[config.mk]
export PLATFORM = sky130hd
export DESIGN_NAME = phy_cfg_bridge
export DESIGN_NICKNAME = d
export VERILOG_FILES = /design/src/rtl/pcb_pkg.sv /design/src/rtl/pcb_mask_reg.sv /design/src/rtl/pcb_rise_pulse.sv /design/src/rtl/pcb_rd_port.sv /design/src/rtl/phy_cfg_bridge.sv
export SDC_FILE = /design/constraint.sdc
export NUM_CORES = 1
export LEC_CHECK = 0
export BUFFER_PORTS_ARGS = -buffer_cell sky130_fd_sc_hd__buf_4
export CORE_ASPECT_RATIO = 1.25
export CORE_MARGIN = 3
export CORE_UTILIZATION = 25
export CTS_CLUSTER_SIZE = 12
export DETAILED_ROUTE_END_ITERATION = 6
export GPL_TIMING_DRIVEN = 0
export PLACE_DENSITY = 0.51
export RECOVER_POWER = 25
export SLEW_MARGIN = 20
export SYNTH_ARGS = -nofsm -noshare
export SYNTH_HDL_FRONTEND = slang
export SYNTH_SLANG_ARGS = --single-unit
export TNS_END_PERCENT = 1
[constraint.sdc]
create_clock -name clk_i -period 1.18 [get_ports clk_i]
set_clock_uncertainty 0.1 [all_clocks]
set_input_delay 0.236 -clock clk_i [delete_from_list [all_inputs] [get_ports clk_i]]
set_output_delay 0.236 -clock clk_i [all_outputs]
set_load 0.01 [all_outputs]
[src/rtl/pcb_pkg.sv]
package pcb_pkg;
  localparam int unsigned BUS_W  = 32;
  localparam int unsigned HALF_W = BUS_W / 2;
  localparam int unsigned OFF_W  = 16;
  localparam int unsigned PA_W   = 6;
  localparam int unsigned PD_W   = 4;

  localparam logic [OFF_W-1:0] CTRL_OFF = 16'hE220;
  localparam logic [OFF_W-1:0] STAT_OFF = 16'hE2A4;

  // control field layout (decoded by the PHY side, keep fixed)
  localparam int unsigned STB_BIT  = 0;
  localparam int unsigned ADDR_LSB = 1;
  localparam int unsigned DATA_LSB = ADDR_LSB + PA_W;
  // status read field
  localparam int unsigned RD_LSB   = 8;
endpackage

[src/rtl/pcb_mask_reg.sv]
module pcb_mask_reg #(
  parameter int unsigned W = 16
) (
  input  logic         clk_i,
  input  logic         rst_ni,
  input  logic         we_i,
  input  logic [W-1:0] en_i,
  input  logic [W-1:0] d_i,
  output logic [W-1:0] q_o
);
  for (genvar i = 0; i < W; i++) begin : g_bit
    always_ff @(posedge clk_i or negedge rst_ni) begin
      if (!rst_ni)                q_o[i] <= 1'b0;
      else if (we_i && en_i[i])   q_o[i] <= d_i[i];
    end
  end
endmodule

[src/rtl/pcb_rise_pulse.sv]
module pcb_rise_pulse (
  input  logic clk_i,
  input  logic rst_ni,
  input  logic lvl_i,
  output logic pulse_o
);
  logic lvl_q;

  always_ff @(posedge clk_i or negedge rst_ni) begin
    if (!rst_ni) lvl_q <= 1'b0;
    else         lvl_q <= lvl_i;
  end

  assign pulse_o = lvl_i & ~lvl_q;
endmodule

[src/rtl/pcb_rd_port.sv]
module pcb_rd_port #(
  parameter int unsigned BUS_W  = 32,
  parameter int unsigned HALF_W = 16,
  parameter int unsigned OFF_W  = 16,
  parameter int unsigned PD_W   = 4,
  parameter int unsigned RD_LSB = 8,
  parameter logic [OFF_W-1:0] CTRL_OFF = '0,
  parameter logic [OFF_W-1:0] STAT_OFF = '1
) (
  input  logic              clk_i,
  input  logic              rst_ni,
  input  logic              rd_valid_i,
  input  logic [OFF_W-1:0]  offset_i,
  input  logic [HALF_W-1:0] ctrl_i,
  input  logic [PD_W-1:0]   phy_rdata_i,
  output logic [BUS_W-1:0]  rdata_o
);
  logic [BUS_W-1:0] rd_mux;

  always_comb begin
    rd_mux = '0;
    if (offset_i == CTRL_OFF)      rd_mux[HALF_W-1:0]          = ctrl_i;
    else if (offset_i == STAT_OFF) rd_mux[RD_LSB +: PD_W]      = phy_rdata_i;
  end

  always_ff @(posedge clk_i or negedge rst_ni) begin
    if (!rst_ni)         rdata_o <= '0;
    else if (rd_valid_i) rdata_o <= rd_mux;
  end
endmodule

[src/rtl/phy_cfg_bridge.sv]
module phy_cfg_bridge
  import pcb_pkg::*;
#(
  parameter int unsigned BUS_W_P = BUS_W,
  parameter int unsigned OFF_W_P = OFF_W,
  parameter int unsigned PA_W_P  = PA_W,
  parameter int unsigned PD_W_P  = PD_W
) (
  input  logic               clk_i,
  input  logic               rst_ni,
  input  logic               wr_valid_i,
  input  logic               rd_valid_i,
  input  logic [OFF_W_P-1:0] offset_i,
  input  logic [BUS_W_P-1:0] wdata_i,
  output logic [BUS_W_P-1:0] rdata_o,
  output logic [PA_W_P-1:0]  phy_addr_o,
  output logic [PD_W_P-1:0]  phy_wdata_o,
  output logic               phy_we_o,
  input  logic [PD_W_P-1:0]  phy_rdata_i
);
  localparam int unsigned HW  = BUS_W_P / 2;
  localparam int unsigned DLSB = ADDR_LSB + PA_W_P;

  logic          ctrl_we;
  logic [HW-1:0] ctrl_q;

  assign ctrl_we = wr_valid_i && (offset_i == CTRL_OFF);

  pcb_mask_reg #(.W(HW)) u_ctrl (
    .clk_i (clk_i),
    .rst_ni(rst_ni),
    .we_i  (ctrl_we),
    .en_i  (wdata_i[BUS_W_P-1:HW]),
    .d_i   (wdata_i[HW-1:0]),
    .q_o   (ctrl_q)
  );

  assign phy_addr_o  = ctrl_q[ADDR_LSB +: PA_W_P];
  assign phy_wdata_o = ctrl_q[DLSB +: PD_W_P];

  pcb_rise_pulse u_stb (
    .clk_i  (clk_i),
    .rst_ni (rst_ni),
    .lvl_i  (ctrl_q[STB_BIT]),
    .pulse_o(phy_we_o)
  );

  pcb_rd_port #(
    .BUS_W   (BUS_W_P),
    .HALF_W  (HW),
    .OFF_W   (OFF_W_P),
    .PD_W    (PD_W_P),
    .RD_LSB  (RD_LSB),
    .CTRL_OFF(CTRL_OFF),
    .STAT_OFF(STAT_OFF)
  ) u_rd (
    .clk_i      (clk_i),
    .rst_ni     (rst_ni),
    .rd_valid_i (rd_valid_i),
    .offset_i   (offset_i),
    .ctrl_i     (ctrl_q),
    .phy_rdata_i(phy_rdata_i),
    .rdata_o    (rdata_o)
  );
endmodule

==> results.md, run 1 <==
* CTS tree: done
* Clock Sinks at 33
* Met3 usage at 6.74%
* Antenna viol nets, final at 0
* Worst vdd ir at 549 uV
* Post-place instance area at 2440 sq um
* Mux cell area share after synthesis at 13.2%
* Final Cycle Share at 147%
* Final hold vios at 0
* Die area at 7490 sq um
* 1st-iter DRT viols at 29
* DRC viols at 0
* Min Tclk post-route at 1.74 ns
* Flip-flop and latch area at 826 sq um
* Port bufs at 82
* Count of final max-slew check failures at 0
* Complex-gate fraction of the synthesized area at 10.5%
* Initial antenna violation count at 0
* Reg-to-reg slack, setup at 0.25 ns
* Nets@finish at 293
* Number of warning messages in the yosys log at 0
* Gp weighted congestion at 0.703
* First-pass GRT wire length at 7.07 mm
* Cell variety after synth at 23
* Normalized max-slew margin at 64.7%
* # rows at 32
* Layout cells sized above 1 at 66.4%
* LEAKAGE at 1.43 nW
* Total Routing Usage GR at 12.3%
* H-tree lvl count at 2
* Hold_ws at 0.0844 ns
* GR Util met2 at 18.9%
* Bufs on Longest Clock Path at 2
* Post-Route WL at 4.59 mm
* Final total power at 2.23 mW
* Mapped Cells at 129
* CP max-delay cell: or4b_4
* Largest net degree at the start of global routing at 34
* Clock Latency Late Sink at 0.28 ns
* Max Freq at 576 MHz
* Ant. Diodes at 0
* Fill cell total of the finished layout at 631
* Core Util, Final at 44.5%
* Critical path type: in -> reg
* Router iterations before antenna repair at 5
* Crit. Startpoint: offset_i[3]
* Routed length per placed instance at 14.2 um
* Adder-Cell Fraction of Synth Area at 0%
* Placed cell count at 311
* Setup TNS at -16.82 ns
* CP bufs+invs at 3
* RSZ-0062 raised after global routing: true
* Worst setup margin at -0.557 ns
* Pre-CTS setup slack at -1.18 ns
* Commonest non-fill, non-tap cells in the layout: buf_4, buf_6, dfrtp_1
* CORE AREA at 6250 sq um
* Largest delay contributor family on the critical path: simple AND/OR/NAND/NOR gates
* Cell Area, Synth at 1620 sq um
* Worst min-delay path startpoint: wdata_i[0]
* Die width at 78.0 um
* Busiest grt layer: met2
* Critical Path AT at 1.85 ns
* Worst slew pin tran at 0.530 ns
* Vias in the first global route at 1,411
* Run status: finished, violations left
* Root Driver: clkbuf_8
* Synth Area per Inst at 12.6 sq um
* Reg-to-reg startpoint: u_ctrl.q_o[10]$_DFFE_PN0P_
* Area Overhead vs Synth at 71.6%
* Fin cells at 323
* PwrDens at 801 nW/um^2
* Synth Register Bits at 33
* Capturing element type of the critical path: flop
* Largest family of logic cells by synthesized area: buffers and inverters
* Failing checks: setup timing
* Die height at 96.0 um
* Worst-path clk slew at 0.07 ns
* CP required at 1.30 ns
* Simple-gate share of the synthesized area at 10.9%
* XOR/XNOR share of the synthesized area at 0%
* Post-synthesis sequential area ratio at 51.0%
* CP most frequent cell: buf_6
* Critical path fanouts, max at 10
* Congestion Overflow GR at 0
* Final instance area at 2780 sq um
* Met1 usage at 14.8%
* Vias at 1,337
* Final HPWL DP at 3.32 mm
* DR vias/cell at 4.14
* Crit-path cells: buf_6 > or4b_4 > nor4_4 > buf_6 > and3_1 > buf_6 > a22o_1
* Final setup violation count at 43
* Tightest Hold Check Type: in -> reg
* Initial Utilization at 25.9%
* Max incr delay on CP at 0.54 ns
* Commonest non-fill, non-tap cell in the layout: buf_4
* Max cap viols at 0
* Cts bufs inserted at 5
* Startpoint Class: primary input
* Num ports at 99
* Area occupied by multi-input gates at 718 sq um
[synth_stat cells (all sizes together)]
cell type  count  share of area (%)
o2bb2ai        4                2.2
and2           2               0.77
and3           1               0.39
mux2          16                 13
nand3         16                5.3
dfrtp         33                 51
a22oi          4                1.9
inv            1               0.23
conb           1               0.23
nor2           1               0.23
a22o          12                6.5
or4b           3                2.1
clkbuf         2               0.46
nor2b          1               0.39
buf           29                 14
nor4           1                1.3
nand2          2               0.46
[layer usage]
| metal | part of all wire, % | up-vias |
|---|---|---|
| met3 | 12 | 4 |
| met4 | 0.74 | 0 |
| met2 | 46 | 72 |
| met5 | 0 | - |
| li1 | - | 639 |
| met1 | 41 | 622 |
[layout make-up]
cell class / count / share of cell area (%)
Clock buffer: 6 / 2.61
Buffer: 31 / 9.90
Clock inverter: 2 / 0.360
Sequential cell: 33 / 29.7
Timing Repair Buffer: 86 / 27.6
Multi-Input combinational cell: 79 / 25.8
Inverter: 1 / 0.135
Tap cell: 85 / 3.83
[state kept, by name, summed over array words and instances (netlist names)]
signal / flops
u_ctrl.q_o: 16
u_rd.rdata_o: 16
u_stb.lvl_q: 1
[where the power goes]
part / switching (mW) / leakage, nW / total (mW) / internal [mW]
registers: 0.0000961 / 0.461 / 1.13 / 1.13
logic: 0.117 / 0.920 / 0.285 / 0.167
clock network: 0.403 / 0.0450 / 0.811 / 0.408
total: 0.521 / 1.43 / 2.23 / 1.71
[repair_timing]
action                                 CTS  global route
pin swaps                                3             4
gates resized for setup                 34            26
setup endpoints to repair               44            57
hold buffers                             1             0
cloned                                   1             0
buffers inserted                         2             0
endpoints found under the hold margin   33             0
[path summary, 6_finish.rpt]
| path | end | depth (start not counted) |
|---|---|---|
| min in group asynchronous | u_ctrl.q_o[7]$_DFFE_PN0P_ | 2 |
| max in group asynchronous | u_ctrl.q_o[10]$_DFFE_PN0P_ | 2 |
| min reg2reg | u_stb.lvl_q$_DFF_PN0_ | 0 |
| max | u_rd.rdata_o[12]$_DFFE_PN0P_ | 7 |
| max reg2reg | u_rd.rdata_o[10]$_DFFE_PN0P_ | 2 |
| min | u_ctrl.q_o[0]$_DFFE_PN0P_ | 2 |
[logic make-up after synthesis]
kind of cell	after synthesis
buffers and inverters	32
AO/OA/AOI/OAI	20
multiplexers	16
flip-flops	33
AND/OR/NAND/NOR	27
other	1
(Power assumes the default switching activity.)
==> run 2: changes to the inputs <==
Settings changed: CORE_MARGIN 3 to 5, GPL_TIMING_DRIVEN 0 to not set, SLEW_MARGIN 20 to not set.
==> run 2 against run 1 <==
First-iteration DRC count is 59% lower. Non-clock buffer count down 26. Largest cell class is now flip-flops and latches. Sequential share of layout area increased by 3.2 points. Flip-flop and latch count unchanged. Highest routed layer unchanged. Clock-buffer cell count stayed put. Register-to-register slack hardly changed. Global-route usage decreased by 1.5 points. Die area increased by 9.5%. The flow still finishes with violations (setup timing). Design area decreased by 9.7%. Wire length down 5.6%. Largest power group unchanged.
==> results.md, run 2 (synthesis gave the netlist of run 1 again) <==
* Area Overhead vs Synth at 55.0%
* Flip-flop and latch area at 826 sq um
* Area occupied by multi-input gates at 694 sq um
* CTS tree: done
* Post-Route WL at 4.34 mm
* Worst-path clk slew at 0.07 ns
* Commonest non-fill, non-tap cells in the layout: buf_4, dfrtp_1, buf_6
* Post CTS Setup Buffer Count at 0
* Clock Sinks at 33
* Largest net degree at the start of global routing at 34
* First-pass GRT wire length at 6.80 mm
* Clock Latency Late Sink at 0.27 ns
* Setup TNS at -16.31 ns
* Vias in the first global route at 1,346
* Worst setup margin at -0.578 ns
* Initial Utilization at 25.9%
* Critical path fanouts, max at 4
* Internal power at 1.68 mW
* Final hold vios at 0
* Antenna viol nets, final at 0
* Total Routing Usage GR at 10.7%
* Root Driver: clkbuf_8
* Worst vdd ir at 554 uV
* Commonest non-fill, non-tap cell in the layout: buf_4
* # rows at 32
* Run status: finished, violations left
* Final setup violation count at 33
* Largest regs: u_ctrl.q_o (16), u_rd.rdata_o (16), u_stb.lvl_q (1)
* Max incr delay on CP at 0.54 ns
* Final total power at 2.20 mW
* Logic pwr share at 11.5%
* Die width at 82.0 um
* Failing checks: setup timing
* LEAKAGE at 1.28 nW
* Router iterations before antenna repair at 4
* Min Tclk post-route at 1.76 ns
* CP max-delay cell: or4b_4
* Layout cells sized above 1 at 61.3%
* Ant. Diodes at 0
* Startpoint Class: primary input
* Final HPWL DP at 3.32 mm
* Port bufs at 82
* Nets@finish at 267
* Sw Share at 23.7%
* Initial antenna violation count at 0
* RSZ-0062 raised after global routing: true
* Sequential share of power at 51.3%
* Cts bufs inserted at 5
* 1st-iter DRT viols at 12
* Tightest Hold Check Type: in -> reg
* Gp weighted congestion at 0.700
* Count of final max-slew check failures at 0
* Final Cycle Share at 149%
* Crit-path cells: buf_6 > or4b_4 > nor4_4 > buf_4 > nand3_2 > mux2_4
* Die area at 8200 sq um
* Routed length per placed instance at 14.6 um
* CORE AREA at 6250 sq um
* DRC viols at 0
* H-tree lvl count at 2
* CP required at 1.24 ns
* Die height at 100 um
* Critical Path AT at 1.82 ns
* Critical path type: in -> reg
* Vias at 1,240
* Num ports at 99
* P_sw at 0.521 mW
* Pre-CTS setup slack at -0.911 ns
* Congestion Overflow GR at 0
* Clock power frac at 37.2%
* Max cap viols at 0
* Bufs on Longest Clock Path at 2
* Fill cell total of the finished layout at 654
* PwrDens at 877 nW/um^2
* Capturing element type of the critical path: flop
* Max Freq at 569 MHz
* DR vias/cell at 4.18
[run 2: power groups by stage]
stage	Combinational, mW	Clock (mW)	Sequential, mW
after floorplan	0.0946	0	1.15
after global placement	0.248	0	1.15
after detailed placement	0.248	0	1.15
after CTS	0.255	0.865	1.13
after global routing	0.282	0.896	1.13
final	0.252	0.820	1.13
[run 2: area by class of cell]
class / instances / area share (%)
Sequential cell: 33 / 32.9
Clock inverter: 2 / 0.399
Multi-Input combinational cell: 79 / 27.7
Clock buffer: 6 / 2.89
Inverter: 1 / 0.149
Tap cell: 85 / 4.24
Timing Repair Buffer: 91 / 31.8
[run 2: critical path, delay by kind of cell]
kind / cells / cell delay (ns)
buf+inv: 2 / 0.30
mux: 1 / 0.29
simple gates: 3 / 1.00
[run 2: repair_timing]
item	4_1_cts	5_1_grt
hold buffers	1	0
endpoints found under the setup margin	38	51
pin swaps	1	3
endpoints found under the hold margin	33	0
gates resized for setup	9	17
[run 2: worst paths after layout]
kind	from	to	slack [ns]	depth (start not counted)
min in group asynchronous	rst_ni	u_rd.rdata_o[8]$_DFFE_PN0P_	0.38	2
worst min-delay path	wdata_i[14]	u_ctrl.q_o[14]$_DFFE_PN0P_	0.08	2
max in group asynchronous	rst_ni	u_ctrl.q_o[1]$_DFFE_PN0P_	0.27	2
worst max-delay path	offset_i[10]	u_ctrl.q_o[0]$_DFFE_PN0P_	-0.58	6
worst min register to register	u_ctrl.q_o[0]$_DFFE_PN0P_	u_stb.lvl_q$_DFF_PN0_	0.34	0
worst max register to register	u_ctrl.q_o[8]$_DFFE_PN0P_	u_rd.rdata_o[8]$_DFFE_PN0P_	0.24	2
[run 2: stage by stage]
step	utilization, %	instance area (sq um)	cells	hold WS [ns]
after floorplan	-	1720	144	-0.160
after global placement	37.0	2310	288	0.118
after detailed placement	37.0	2310	288	0.119
after CTS	39.1	2440	297	0.0714
after global routing	40.2	2510	297	0.0766
final	40.2	2510	297	0.0843
[run 2: layer usage]
| layer | vias to the layer above | global-route usage, % | share of wire [%] |
|---|---|---|---|
| li1 | 586 | - | - |
| met1 | 585 | 13.3 | 39 |
| met2 | 66 | 17.1 | 49 |
| met3 | 3 | 4.67 | 12 |
| met4 | 0 | 2.30 | 0.21 |
| met5 | - | 0 | 0 |
==> run 3: changes to the inputs <==
Settings changed: CELL_PAD_IN_SITES_DETAIL_PLACEMENT set to 0, CELL_PAD_IN_SITES_GLOBAL_PLACEMENT set to 1, PLACE_DENSITY 0.51 to 0.65.
==> run 3 against run 2 <==
Design area hardly changed. Sequential share of layout area about the same. The run still ends with setup timing left. Sequential power about the same. Clock power is 33% higher. Die area unchanged. Setup slack better by 0.049 ns. Combinational power is 3% lower. Power rose by 12%. Wire length is 0.35% lower. Critical endpoint is now u_rd.rdata_o[3]$_DFFE_PN0P_.
==> results.md, run 3 (synthesis gave the netlist of run 1 again) <==
* Run status: finished, violations left
* Failing checks: setup timing
* Cts bufs inserted at 5
* Area Overhead vs Synth at 55.1%
* Crit-path cells: buf_4 > or4b_4 > nor4_4 > buf_12 > and3_4 > buf_12 > a22o_1
* Total Routing Usage GR at 10.6%
* Startpoint Class: primary input
* Commonest non-fill, non-tap cells in the layout: buf_4, dfrtp_1, buf_6
* Largest delay contributor family on the critical path: simple AND/OR/NAND/NOR gates
* Capturing element type of the critical path: flop
* Max cap viols at 0
* RSZ-0062 raised after global routing: true
* Worst-path clk slew at 0.08 ns
* Worst setup margin at -0.529 ns
* Worst hold path stage count at 2
* Max incr delay on CP at 0.52 ns
* Critical R2R Capture: u_ctrl.q_o[8]$_DFFE_PN0P_
* Final Cycle Share at 145%
* Core Util, Final at 40.2%
* Reg-to-reg startpoint: u_ctrl.q_o[8]$_DFFE_PN0P_
* R2R depth at 1
* Die height at 100 um
* First-pass GRT wire length at 6.55 mm
* Final hold vios at 0
* Count of final max-slew check failures at 0
* Num ports at 99
* CP most frequent cell: buf_12
* Final setup violation count at 34
* Post-Route WL at 4.32 mm
* Post CTS Setup Buffer Count at 0
* # rows at 32
* Worst vdd ir at 448 uV
* Root Driver: clkbuf_8
* Nets@finish at 266
* Vias at 1,243
* Reg-to-reg slack, setup at 0.27 ns
* Initial antenna violation count at 0
* Critical path type: in -> reg
* H-tree lvl count at 2
* Worst min-delay path startpoint: wdata_i[1]
* Commonest non-fill, non-tap cell in the layout: buf_4
* Ant. Diodes at 0
* 1st-iter DRT viols at 27
* Port bufs at 82
* Largest net degree at the start of global routing at 34
* Min Tclk post-route at 1.71 ns
* Congestion Overflow GR at 0
* Critical Path AT at 1.84 ns
* Die width at 82.0 um
* Router iterations before antenna repair at 4
* WHS Endpoint: u_ctrl.q_o[1]$_DFFE_PN0P_
* CORE AREA at 6250 sq um
* LEAKAGE at 1.26 nW
* Area occupied by multi-input gates at 673 sq um
* Final HPWL DP at 3.42 mm
* Clock Sinks at 33
* DR vias/cell at 4.20
* CP max-delay cell: or4b_4
* Critical path fanouts, max at 18
* Clock Latency Late Sink at 0.29 ns
* Antenna viol nets, final at 0
* Vias in the first global route at 1,314
* Layout cells sized above 1 at 60.2%
* Gp weighted congestion at 0.697
* PwrDens at 979 nW/um^2
* Routed length per placed instance at 14.6 um
* Hold_ws at 0.0713 ns
* Max Freq at 585 MHz
* Die area at 8200 sq um
* DRC viols at 0
* CTS tree: done
* Fill cell total of the finished layout at 653
* Bufs on Longest Clock Path at 2
* Flip-flop and latch area at 826 sq um
* CP required at 1.31 ns
* Initial Utilization at 25.9%
* CP bufs+invs at 3
* Tightest Hold Check Type: in -> reg
* Largest regs: u_ctrl.q_o (16), u_rd.rdata_o (16), u_stb.lvl_q (1)
-- run 3: cell types whose count changed in the layout (fill, tap and decap cells not counted), moves of 2 or more --
cell / change
o2bb2ai_2: -3
buf_6: +3
buf_4: -3
o2bb2ai_1: +3
clkinv_2: -2
-- run 3: how the worst max path moves through the flow --
stage            startpoint  slack, ns  cells after the start                           end
4_1_cts        offset_i[12]      -0.55                      7   u_rd.rdata_o[3]$_DFFE_PN0P_
3_5_place_dp   offset_i[10]      -0.89                      7   u_rd.rdata_o[3]$_DFFE_PN0P_
6_report        offset_i[8]      -0.53                      7   u_rd.rdata_o[3]$_DFFE_PN0P_
5_1_grt        offset_i[12]      -0.57                      7  u_rd.rdata_o[13]$_DFFE_PN0P_
2_1_floorplan  offset_i[10]      -0.82                      5     u_ctrl.q_o[0]$_DFFE_PN0P_
3_3_place_gp   offset_i[10]      -0.86                      7   u_rd.rdata_o[7]$_DFFE_PN0P_
-- run 3: cell type report --
| class | instances | area share [%] |
|---|---|---|
| clock buffer | 5 | 2.74 |
| tap | 85 | 4.23 |
| timing repair buffer | 90 | 31.4 |
| sequential | 33 | 32.9 |
| clock inverter | 3 | 1.84 |
| multi-input combinational | 79 | 26.8 |
| inverter | 1 | 0.149 |
-- run 3: per-layer routing --
metal  track usage [%]  vias to the layer above  part of all wire, %
met5                 0                        -                    0
met4              3.07                        0                  1.1
met3              3.50                        5                  8.2
met2              17.9                       55                   54
met1              12.6                      599                   37
li1                  -                      584                    -
-- run 3: through the flow --
step,cell area [sq um],setup WS (ns),instances,TNS (ns),total power [mW]
3_5_place_dp,2290,-0.891,287,-26.44,1.40
3_3_place_gp,2290,-0.858,287,-25.97,1.39
5_1_grt,2510,-0.571,296,-17.21,2.57
4_1_cts,2460,-0.552,296,-16.31,2.49
6_report,2510,-0.529,296,-15.54,2.46
2_1_floorplan,1720,-0.817,144,-22.71,1.25
-- run 3: repair_timing --
item,4_1_cts,5_1_grt
pin swaps,2,1
gates resized for setup,12,13
setup endpoints to repair,44,55
hold buffers,1,0
endpoints found under the hold margin,33,0
-- run 3: where the power goes --
group / internal (mW) / switching [mW] / leakage, nW
Combinational: 0.138 / 0.106 / 0.747
Clock: 0.632 / 0.455 / 0.0543
Sequential: 1.13 / 0.0000928 / 0.461
